### src/rtl/sdram_rd_pkg.sv
package sdram_rd_pkg;

  // {CS#, RAS#, CAS#, WE#}
  typedef enum logic [3:0] {
    CMD_ACT  = 4'b0011,
    CMD_READ = 4'b0101,
    CMD_NOP  = 4'b0111
  } sdCmd_e;

  // strobes from control to datapath
  typedef struct packed {
    logic latchReq;  // request taken this edge
    logic selRow;    // row address on pins
    logic selCol;    // column address on pins
    logic capture;   // data cycle: sample bus at end
    logic lastBeat;  // this data cycle is the final one
  } pathStrb_t;

endpackage

### src/rtl/sdram_rd_ctrl.sv
module sdram_rd_ctrl
  import sdram_rd_pkg::*;
#(
  parameter int RCD_W = 2,
  parameter int TPC_W = 3,
  parameter int BEATS = 4
) (
  input  logic             clk,
  input  logic             rstN,
  input  logic             reqValid,
  input  logic [RCD_W-1:0] cfgRcd,
  input  logic [TPC_W-1:0] cfgTpc,
  output logic             reqAck,
  output pathStrb_t        strb,
  output sdCmd_e           cmd
);

  localparam int BEAT_W = (BEATS > 1) ? $clog2(BEATS) : 1;
  localparam int MAX_AB = (RCD_W > BEAT_W) ? RCD_W : BEAT_W;
  localparam int CNT_W  = (TPC_W > MAX_AB) ? TPC_W : MAX_AB;

  typedef enum logic [2:0] {
    S_IDLE, S_ACT, S_RWAIT, S_READ, S_DATA, S_PWAIT
  } state_e;

  state_e           st, stN;
  logic [CNT_W-1:0] cnt, cntN;
  logic [RCD_W-1:0] rcdQ;
  logic [TPC_W-1:0] tpcQ;

  always_comb begin
    stN  = st;
    cntN = cnt;
    unique case (st)
      S_IDLE: if (reqValid) stN = S_ACT;
      S_ACT: begin
        cntN = CNT_W'(1);
        stN  = (rcdQ == '0) ? S_READ : S_RWAIT;
      end
      S_RWAIT: begin
        if (cnt == CNT_W'(rcdQ)) stN = S_READ;
        else cntN = cnt + CNT_W'(1);
      end
      S_READ: begin
        cntN = '0;
        stN  = S_DATA;
      end
      S_DATA: begin
        if (cnt == CNT_W'(BEATS - 1)) begin
          cntN = CNT_W'(1);
          stN  = (tpcQ == '0) ? S_IDLE : S_PWAIT;
        end else begin
          cntN = cnt + CNT_W'(1);
        end
      end
      S_PWAIT: begin
        if (cnt == CNT_W'(tpcQ)) stN = S_IDLE;
        else cntN = cnt + CNT_W'(1);
      end
      default: stN = S_IDLE;
    endcase
  end

  always_ff @(posedge clk or negedge rstN) begin
    if (!rstN) begin
      st   <= S_IDLE;
      cnt  <= '0;
      rcdQ <= '0;
      tpcQ <= '0;
    end else begin
      st  <= stN;
      cnt <= cntN;
      if (st == S_IDLE && reqValid) begin
        rcdQ <= cfgRcd;
        tpcQ <= cfgTpc;
      end
    end
  end

  assign reqAck = (st == S_IDLE) && reqValid;

  always_comb begin
    strb.latchReq = reqAck;
    strb.selRow   = (st == S_ACT);
    strb.selCol   = (st == S_READ);
    strb.capture  = (st == S_DATA);
    strb.lastBeat = (st == S_DATA) && (cnt == CNT_W'(BEATS - 1));
  end

  always_comb begin
    unique case (st)
      S_ACT:   cmd = CMD_ACT;
      S_READ:  cmd = CMD_READ;
      default: cmd = CMD_NOP;
    endcase
  end

  // a read is always followed by a data cycle
  a_r7_read_then_data: assert property (@(posedge clk) disable iff (!rstN)
    (st == S_READ) |=> (st == S_DATA));

  // row wait ends only in the read cycle
  a_r4_wait_to_read: assert property (@(posedge clk) disable iff (!rstN)
    (st == S_RWAIT) |=> (st == S_RWAIT || st == S_READ));

  // precharge wait never exceeds the latched count
  a_r8_wait_bound: assert property (@(posedge clk) disable iff (!rstN)
    (st == S_PWAIT) |-> (cnt <= CNT_W'(tpcQ) && cnt != '0));

endmodule

### src/rtl/sdram_rd_path.sv
module sdram_rd_path
  import sdram_rd_pkg::*;
#(
  parameter int ADDR_W = 23,
  parameter int DATA_W = 64,
  parameter int BEATS  = 4,
  parameter int SA_W   = 12,
  parameter int COL_W  = 8
) (
  input  logic                    clk,
  input  logic                    rstN,
  input  pathStrb_t               strb,
  input  logic [ADDR_W-1:0]       reqAddr,
  input  logic [DATA_W-1:0]       sdDq,
  output logic [SA_W-1:0]         sdAddr,
  output logic [BEATS*DATA_W-1:0] rdData,
  output logic                    rdValid
);

  localparam int BYTE_W = $clog2(DATA_W / 8);
  localparam int BEAT_W = (BEATS > 1) ? $clog2(BEATS) : 1;
  localparam int PAD_W  = SA_W - 2 - COL_W;

  logic [ADDR_W-1:BYTE_W] addrQ;
  logic [BEAT_W-1:0]      beatQ;
  logic [DATA_W-1:0]      beatR [BEATS];
  logic                   unusedLowBits;

  assign unusedLowBits = ^reqAddr[BYTE_W-1:0];

  logic [SA_W-1:0]  rowAddr, colAddr;
  logic [COL_W-1:0] colBits;

  assign rowAddr = addrQ[ADDR_W-1 -: SA_W];
  assign colBits = addrQ[BYTE_W+COL_W-1 : BYTE_W];
  assign colAddr = {addrQ[ADDR_W-1], 1'b1, {PAD_W{1'b0}}, colBits};

  always_comb begin
    if (strb.selRow)      sdAddr = rowAddr;
    else if (strb.selCol) sdAddr = colAddr;
    else                  sdAddr = '0;
  end

  always_ff @(posedge clk or negedge rstN) begin
    if (!rstN) begin
      addrQ   <= '0;
      beatQ   <= '0;
      rdValid <= 1'b0;
      for (int i = 0; i < BEATS; i++) beatR[i] <= '0;
    end else begin
      rdValid <= strb.capture && strb.lastBeat;
      if (strb.latchReq) addrQ <= reqAddr[ADDR_W-1:BYTE_W];
      if (strb.selCol) beatQ <= '0;
      else if (strb.capture) beatQ <= beatQ + BEAT_W'(1);
      if (strb.capture) begin
        for (int i = 0; i < BEATS; i++)
          if (beatQ == BEAT_W'(i)) beatR[i] <= sdDq;
      end
    end
  end

  for (genvar g = 0; g < BEATS; g++) begin : g_pack
    assign rdData[g*DATA_W +: DATA_W] = beatR[g];
  end

  // control's last-beat flag agrees with the datapath beat index
  a_r7_last_beat_index: assert property (@(posedge clk) disable iff (!rstN)
    strb.lastBeat |-> (beatQ == BEAT_W'(BEATS - 1)));

  // capture never starts without a preceding column cycle
  a_r7_capture_after_col: assert property (@(posedge clk) disable iff (!rstN)
    (strb.capture && beatQ == '0) |-> $past(strb.selCol));

endmodule

### src/rtl/sdram_burst_rd.sv
module sdram_burst_rd
  import sdram_rd_pkg::*;
#(
  parameter int ADDR_W = 23,
  parameter int DATA_W = 64,
  parameter int BEATS  = 4,
  parameter int SA_W   = 12,
  parameter int COL_W  = 8,
  parameter int RCD_W  = 2,
  parameter int TPC_W  = 3
) (
  input  logic                    clk,
  input  logic                    rstN,
  input  logic [RCD_W-1:0]        cfgRcd,
  input  logic [TPC_W-1:0]        cfgTpc,
  input  logic                    reqValid,
  input  logic [ADDR_W-1:0]       reqAddr,
  output logic                    reqAck,
  output logic                    rdValid,
  output logic [BEATS*DATA_W-1:0] rdData,
  output logic                    sdCsN,
  output logic                    sdRasN,
  output logic                    sdCasN,
  output logic                    sdWeN,
  output logic [SA_W-1:0]         sdAddr,
  input  logic [DATA_W-1:0]       sdDq
);

  pathStrb_t strb;
  sdCmd_e    cmd;

  sdram_rd_ctrl #(.RCD_W(RCD_W), .TPC_W(TPC_W), .BEATS(BEATS)) uCtrl (
    .clk(clk), .rstN(rstN), .reqValid(reqValid),
    .cfgRcd(cfgRcd), .cfgTpc(cfgTpc),
    .reqAck(reqAck), .strb(strb), .cmd(cmd)
  );

  sdram_rd_path #(.ADDR_W(ADDR_W), .DATA_W(DATA_W), .BEATS(BEATS),
                  .SA_W(SA_W), .COL_W(COL_W)) uPath (
    .clk(clk), .rstN(rstN), .strb(strb), .reqAddr(reqAddr), .sdDq(sdDq),
    .sdAddr(sdAddr), .rdData(rdData), .rdValid(rdValid)
  );

  assign {sdCsN, sdRasN, sdCasN, sdWeN} = cmd;

  // an accepted request is followed by an activate
  a_r2_ack_then_act: assert property (@(posedge clk) disable iff (!rstN)
    reqAck |=> ({sdCsN, sdRasN, sdCasN, sdWeN} == 4'b0011));

  // the activate carries the row of the accepted address
  a_r5_row_addr: assert property (@(posedge clk) disable iff (!rstN)
    reqAck |=> (sdAddr == $past(reqAddr[ADDR_W-1 -: SA_W])));

  // the read carries the auto-precharge flag and zero padding
  a_r6_col_flags: assert property (@(posedge clk) disable iff (!rstN)
    ({sdCsN, sdRasN, sdCasN, sdWeN} == 4'b0101) |-> (sdAddr[SA_W-2] && sdAddr[SA_W-3 -: 2] == 2'b00));

  // valid lasts one cycle
  a_r7_valid_pulse: assert property (@(posedge clk) disable iff (!rstN)
    rdValid |=> !rdValid);

endmodule

### config.mk
export PLATFORM = sky130hd
export DESIGN_NAME = sdram_burst_rd
export DESIGN_NICKNAME = d
export VERILOG_FILES = /design/src/rtl/sdram_rd_pkg.sv /design/src/rtl/sdram_rd_ctrl.sv /design/src/rtl/sdram_rd_path.sv /design/src/rtl/sdram_burst_rd.sv
export SDC_FILE = /design/constraint.sdc
export NUM_CORES = 1
export LEC_CHECK = 0
export ABC_AREA = 1
export BUFFER_PORTS_ARGS = -buffer_cell sky130_fd_sc_hd__buf_2
export CORE_ASPECT_RATIO = 1.25
export CORE_MARGIN = 10
export CORE_UTILIZATION = 45
export CTS_CLUSTER_SIZE = 30
export DETAILED_ROUTE_END_ITERATION = 10
export PLACE_DENSITY = 0.85
export SLEW_MARGIN = 20
export SYNTH_ARGS = -nofsm -noshare
export SYNTH_HDL_FRONTEND = slang
export SYNTH_SLANG_ARGS = --single-unit
### constraint.sdc
create_clock -name clk -period 1.4 [get_ports clk]
set_input_delay 0.14 -clock clk [delete_from_list [all_inputs] [get_ports clk]]
set_output_delay 0.14 -clock clk [all_outputs]
set_load 0.005 [all_outputs]
== After elaboration in Yosys (flattened, before gate mapping) ==
Cells that the tools add are included.

* Bits in registers: 290
* Input port bits: 95
* Logic and storage cells: 61

* $add $sub $neg: 2
* Equality and inequality tests: 17
* Muxes and demuxes: 16
* Reduce and logical (&&, ||, !) cells: 15

{| class="wikitable"
|+ Operators with widths
! kind !! count
|-
| $mux W12 || 2
|-
| $mux W3 || 8
|-
| $pmux W3 S6 || 1
|-
| $pmux W3 S5 || 1
|-
| $eq A3 B2 Y1 const B || 3
|-
| $ne A2 B2 Y1 const B || 4
|-
| $reduce_and A2 Y1 || 4
|-
| $eq A3 B3 Y1 const B || 2
|-
| $logic_not A3 Y1 || 2
|-
| $pmux W3 S2 || 1
|-
| $reduce_bool A5 Y1 || 1
|-
| $eq A2 B2 Y1 const B || 2
|-
| $logic_not A2 Y1 || 2
|-
| $mux W2 || 2
|-
| $ne A2 B1 Y1 const B || 2
|-
| $reduce_and A4 Y1 || 1
|-
| $add A3 B1 Y3 const B || 1
|-
| $eq A3 B1 Y1 const B || 1
|-
| $eq A3 B2 Y1 || 1
|-
| $eq A3 B3 Y1 || 1
|-
| $logic_and A1 B1 Y1 || 3
|-
| $reduce_and A3 Y1 || 1
|-
| $add A2 B1 Y2 const B || 1
|-
| $eq A2 B1 Y1 const B || 1
|-
| 2 further kinds || 2
|}

== Logic depth before layout (Yosys ltp) ==
* Depth in word-level cells: 4
* Mapped depth: 9
* Depth with buffers taken out: 9

== Hierarchy ==
From an unflattened synthesis, not the netlist that was laid out.

* Cells, all modules: 1367
* Area, all modules: 12254.3 um^2

{| class="wikitable"
|+ Modules (own cells, without submodules)
! module !! times used !! cells an instance !! area each (um^2) !! seq. area each (um^2)
|-
| sdram_rd_path || 1 || 1248 || 11439.7 || 6981.7
|-
| sdram_rd_ctrl || 1 || 119 || 814.5 || 275.3
|}

== Least setup slack after synthesis ==
OpenSTA, ideal clock, no wires.

* Path type: register to register
* Start: register uCtrl.st[1]
* End: register uPath.beatR, in the netlist uPath.rdData[171]
* Data arrival time: 1.311 ns
* Required time: 1.279 ns
* Path slack: -0.031 ns
* Stages on the path, launching flop included: 10
* Buffers on the path: 3
* Path through: dfrtp_1 > nor2_2 > nand2_2 > inv_2 > buf_6 > nand2_4 > buf_6 > buf_2 > nand2_1 > o21ai_2

* Cells in the longest elaborated chain, start to end: 2

{| class="wikitable"
|+ RTL lines
! element !! line !! source
|-
| from (decl) || sdram_rd_ctrl.sv:26 || <nowiki>state_e st, stN;</nowiki>
|-
| from (signal assigned) || sdram_rd_ctrl.sv:71 || <nowiki>st <= stN;</nowiki>
|-
| $eq A3 B3 Y1 || sdram_rd_ctrl.sv:86 || <nowiki>strb.capture = (st == S_DATA);</nowiki>
|-
| $reduce_and A2 Y1 (no line) || n/a ||
|-
| to (signal, indexed assignment) || sdram_rd_path.sv:57 || <nowiki>if (beatQ == BEAT_W'(i)) beatR[i] <= sdDq;</nowiki>
|-
| to (decl) || sdram_rd_path.sv:26 || <nowiki>logic [DATA_W-1:0] beatR [BEATS];</nowiki>
|}

Every way passes these cells.
A chain may end at the register's enable or synchronous reset.

== Worst setup path in the final report ==
* Start: register uCtrl.st[1]
* End: output sdAddr[6]

* Cells in the longest elaborated chain, start to end: 3
* Elaborated cells on any way between the ends: 4
* Those cells by class: 2 x eq/ne; 2 x mux

{| class="wikitable"
|+ RTL lines
! element !! line !! source
|-
| $eq A3 B2 Y1 || sdram_rd_ctrl.sv:85 || <nowiki>strb.selCol = (st == S_READ);</nowiki>
|-
| $mux W12 || sdram_rd_path.sv:40 || <nowiki>else if (strb.selCol) sdAddr = colAddr;</nowiki>
|-
| $mux W12 * || sdram_rd_path.sv:39 || <nowiki>if (strb.selRow) sdAddr = rowAddr;</nowiki>
|-
| to (decl) || sdram_burst_rd.sv:25 || <nowiki>output logic [SA_W-1:0] sdAddr,</nowiki>
|}

Every way passes the cells marked *; elsewhere a longest branch is shown, timed or not.

==> results.toml <==
[global_routing]
first_pass_grt_wire_length_microns = 70800
grt_usage_pct = 27.8
grt_max_degree = 56
via_count_of_the_first_global_routing_pass = 11811
antenna_violations_before_repair = 2
globalRouteOverflowTotal = 0

[detailed_routing]
met1_length_microns = 16700
routed_wirelength_microns = 49100
via_density_per_instance = 5.56
route.met3.wl_microns = 5270
wl_met2_microns = 24100
drt_pre_antenna_iters = 6
drt-initial-drc-count = 981
dr_total_vias = 11235
drtAntennaViolNets = 0
drt-wirelength-per-cell_microns = 24.3
top_signal_layer_used = "met5"
detail_route.drc_violations = 0

[clock_tree]
tritoncts = "done"
cts.htree.levels = 1
clk_root_buffer_cell = "clkbuf_16"
clock_latency_ns = 0.55
cts_sinks = 290
worst_setup_hold_path_clk_slew_ns = 0.07
cts-root-to-sink-buffers = 3
cts_inserted_buffers = 27

[setup_path]
crit_path_max_incr_delay_ns = 0.44
depth_of_the_worst_register_to_register_path = 12
wp_data_arrival_ns = 1.72
critPathSlowestCell = "dfrtp_2"
cp_cell_sequence = "buf_6 -> nor2_4 -> buf_6 -> a22o_1 -> buf_2"
crit_top_cell = "buf_6"
crit_path_start = "uCtrl.st[1]$_DFFE_PN0P_"
worst-path-max-fanout = 8
setup.worst_path.start_class = "flop"
endpoint_of_the_most_critical_setup_path = "sdAddr[6]"
timing.critical_path.required_ns = 1.26
reg2reg_setup_slack_ns = -0.43
r2r-start = "uCtrl.st[0]$_DFFE_PN0P_"
critical_path.endpoint_type = "output port"
critical_path_class = "reg -> out"
crit-reg2reg-capture = "uPath.rdData[97]$_DFFE_PN0P_"

[placed_design]
place_hpwl_microns = 24900
finalWeightedCongestion = 0.885
port_buffers = 363

[floorplanning]
die-height_microns = 200
dieWidth_microns = 164
initial_standard_cell_utilization_of_the_core_pct = 45.9
design.portCount = 369
placementRows = 65
core_area_sq_um = 25400
die_area_sq_um = 32800

[sta]
final-setup-viol-count = 298
skew_ns = 0.0199
fin_ws_ns = -0.459
number_of_failing_hold_endpoints_at_the_final_stage = 0
maxSlewViolCount = 0
post-route-period-util_pct = 133
finalHoldWorstSlack_ns = 0.0320
setup-tns-final_ns = -75.36
max_freq_ghz = 0.538
setup_repair_after_global_routing_missed_its_margin = "yes"
worst_pin_slew_ns = 0.518
finalWorstPathRequiredPeriod_ns = 1.86
max_slew_headroom_at_the_worst_pin_pct = 65.4

[synthesis]
syn-cell-area_sq_um = 11700
synthCells = 1121
async_reset_ff_share_pct = 100
post_synthesis_register_bit_count = 290
yosysWarningCount = 0
synth_fp_nets = 1223
netlist-cell-type-count = 27
dominantRegCellSynth = "dfrtp_1"
yosysSeqAreaShare_pct = 62.3
synth_edf_count = 0
post_synth.cell_area_avg_sq_um = 10.4

[final_layout]
post_route_cells_drive_above_1_share_pct = 44.4
mostFrequentLayoutCells = "buf_2 (360), nand2_1 (300), dfrtp_1 (289), o21ai_2 (139), dlygate4sd3_1 (87)"
area_delta_synth_final_pct = 52.0
mostFrequentLayoutCell = "buf_2"
num-nets-final = 1767

[pwr]
p_comb_share_pct = 41.3
switching_share_pct = 37.8
irDropWorstVdd_v = 0.00144
power-per-cell-area_nw_per_um2 = 2150
power.net_switching_w = 0.0144
pwr-share-seq_pct = 38.6
cell_internal_pwr_w = 0.0238
power.static_leakage_nw = 9.13
power.share.clock_pct = 20.1

[run]
max_cap_viol = 0

[outcome]
run_status = "complete, but fails checks"
failed_checks = "negative setup slack"

[worst_hold_path]
worst_hold_path_type = "in -> reg"
[Yosys cell counts, types with 2 or more instances]
cell type    n  area share, %
o21ai_0     76            3.3
inv_1       86            2.8
nand2_4      3           0.29
nand2_1    355             11
o21ai_2    120            9.0
dfrtp_1    290             62
nor2_1      13           0.42
buf_2       13           0.56
xnor2_1      2           0.15
ha_1         7           0.75
o21ai_1     72            3.1
nand3_1     11           0.47
conb_1       2          0.064
a21oi_1      3           0.13
a22o_1       8           0.60
clkbuf_1     9           0.29
buf_6       40            3.9
buf_4        2           0.13
[critical path, delay by kind of cell, from the launching register on]
kind | cells | cell delay [ns]
buffers and inverters | 3 | 0.43
AOI/OAI and AO/OA | 1 | 0.16
and+or+nand+nor | 1 | 0.14
DFF | 1 | 0.44
[per-stage QoR]
stage	power (W)	cells	worst slack (ns)	area [sq um]	utilization, %
after CTS	0.0367	1998	-0.463	17300	68.1
after global routing	0.0403	2020	-0.529	17700	69.8
after detailed placement	0.0267	1808	-0.130	14000	55.0
after global placement	0.0260	1808	-0.0764	14000	55.0
final	0.0382	2020	-0.459	17700	69.8
after floorplan	0.0205	1121	-0.00885	11700	-
[worst min path at each step]
| stage | start | end | slack (ns) | cells after the start |
|---|---|---|---|---|
| 2_1_floorplan | rstN | uCtrl.cnt[0]$_DFFE_PN0P_ | -0.16 | 0 |
| 3_3_place_gp | rstN | uPath.rdData[58]$_DFFE_PN0P_ | 0.11 | 1 |
| 3_5_place_dp | rstN | uPath.rdData[55]$_DFFE_PN0P_ | 0.11 | 1 |
| 4_1_cts | sdDq[3] | uPath.rdData[3]$_DFFE_PN0P_ | 0.0007 | 3 |
| 5_1_grt | sdDq[3] | uPath.rdData[3]$_DFFE_PN0P_ | 0.0007 | 3 |
| 6_report | sdDq[12] | uPath.rdData[12]$_DFFE_PN0P_ | 0.03 | 3 |
[metal layers]
metal | GRT usage (%) | up-vias
li1 | - | 4730
met1 | 31.4 | 5470
met2 | 47.6 | 825
met3 | 7.58 | 208
met4 | 14.2 | 2
met5 | 0 | -
[logic make-up (layout without fill, tap and decap cells)]
kind of cell	count (synthesis)	in the layout	share of synthesized area [%]
buffers and inverters	153	712	7.71
AOI/OAI and AO/OA	281	281	16.2
xor gates and xnor gates	2	2	0.150
and+or+nand+nor	386	390	12.8
adders and majority gates	7	7	0.751
other	2	3	0.0644
DFF	290	290	62.3
[area by class of cell]
cell class	count	area, sq um
sequential	290	7260
antenna	1	2.50
fill	1600	7650
inverter	88	345
multi-input combinational	682	3920
clock buffer	42	812
tap	335	419
clock inverter	6	91.3
timing repair buffer	576	4880
[state kept, by name (all words and copies together), names as in the netlist]
name           flops
uCtrl.cnt          3
uCtrl.tpcQ         3
uPath.beatQ        2
uCtrl.rcdQ         2
uCtrl.st           3
uPath.addrQ       20
uPath.rdValid      1
uPath.rdData     256
[power by group through the flow]
stage | Combinational, W | Sequential (W) | Clock [W]
floorplan | 0.00615 | 0.0144 | 0
global placement | 0.0118 | 0.0141 | 0
detailed placement | 0.0124 | 0.0143 | 0
CTS | 0.0147 | 0.0144 | 0.00759
global route | 0.0171 | 0.0150 | 0.00808
finish | 0.0158 | 0.0147 | 0.00768
[what timing repair did]
action / CTS / global route
gates resized for setup: 170 / 28
gates cloned: 30 / 14
setup endpoints to repair: 272 / 301
endpoints found under the hold margin: 549 / 0
hold buffers: 87 / 0
setup buffers: 25 / 7
pin swaps: 10 / 1
No activity file was read; power rests on OpenSTA's default activity.
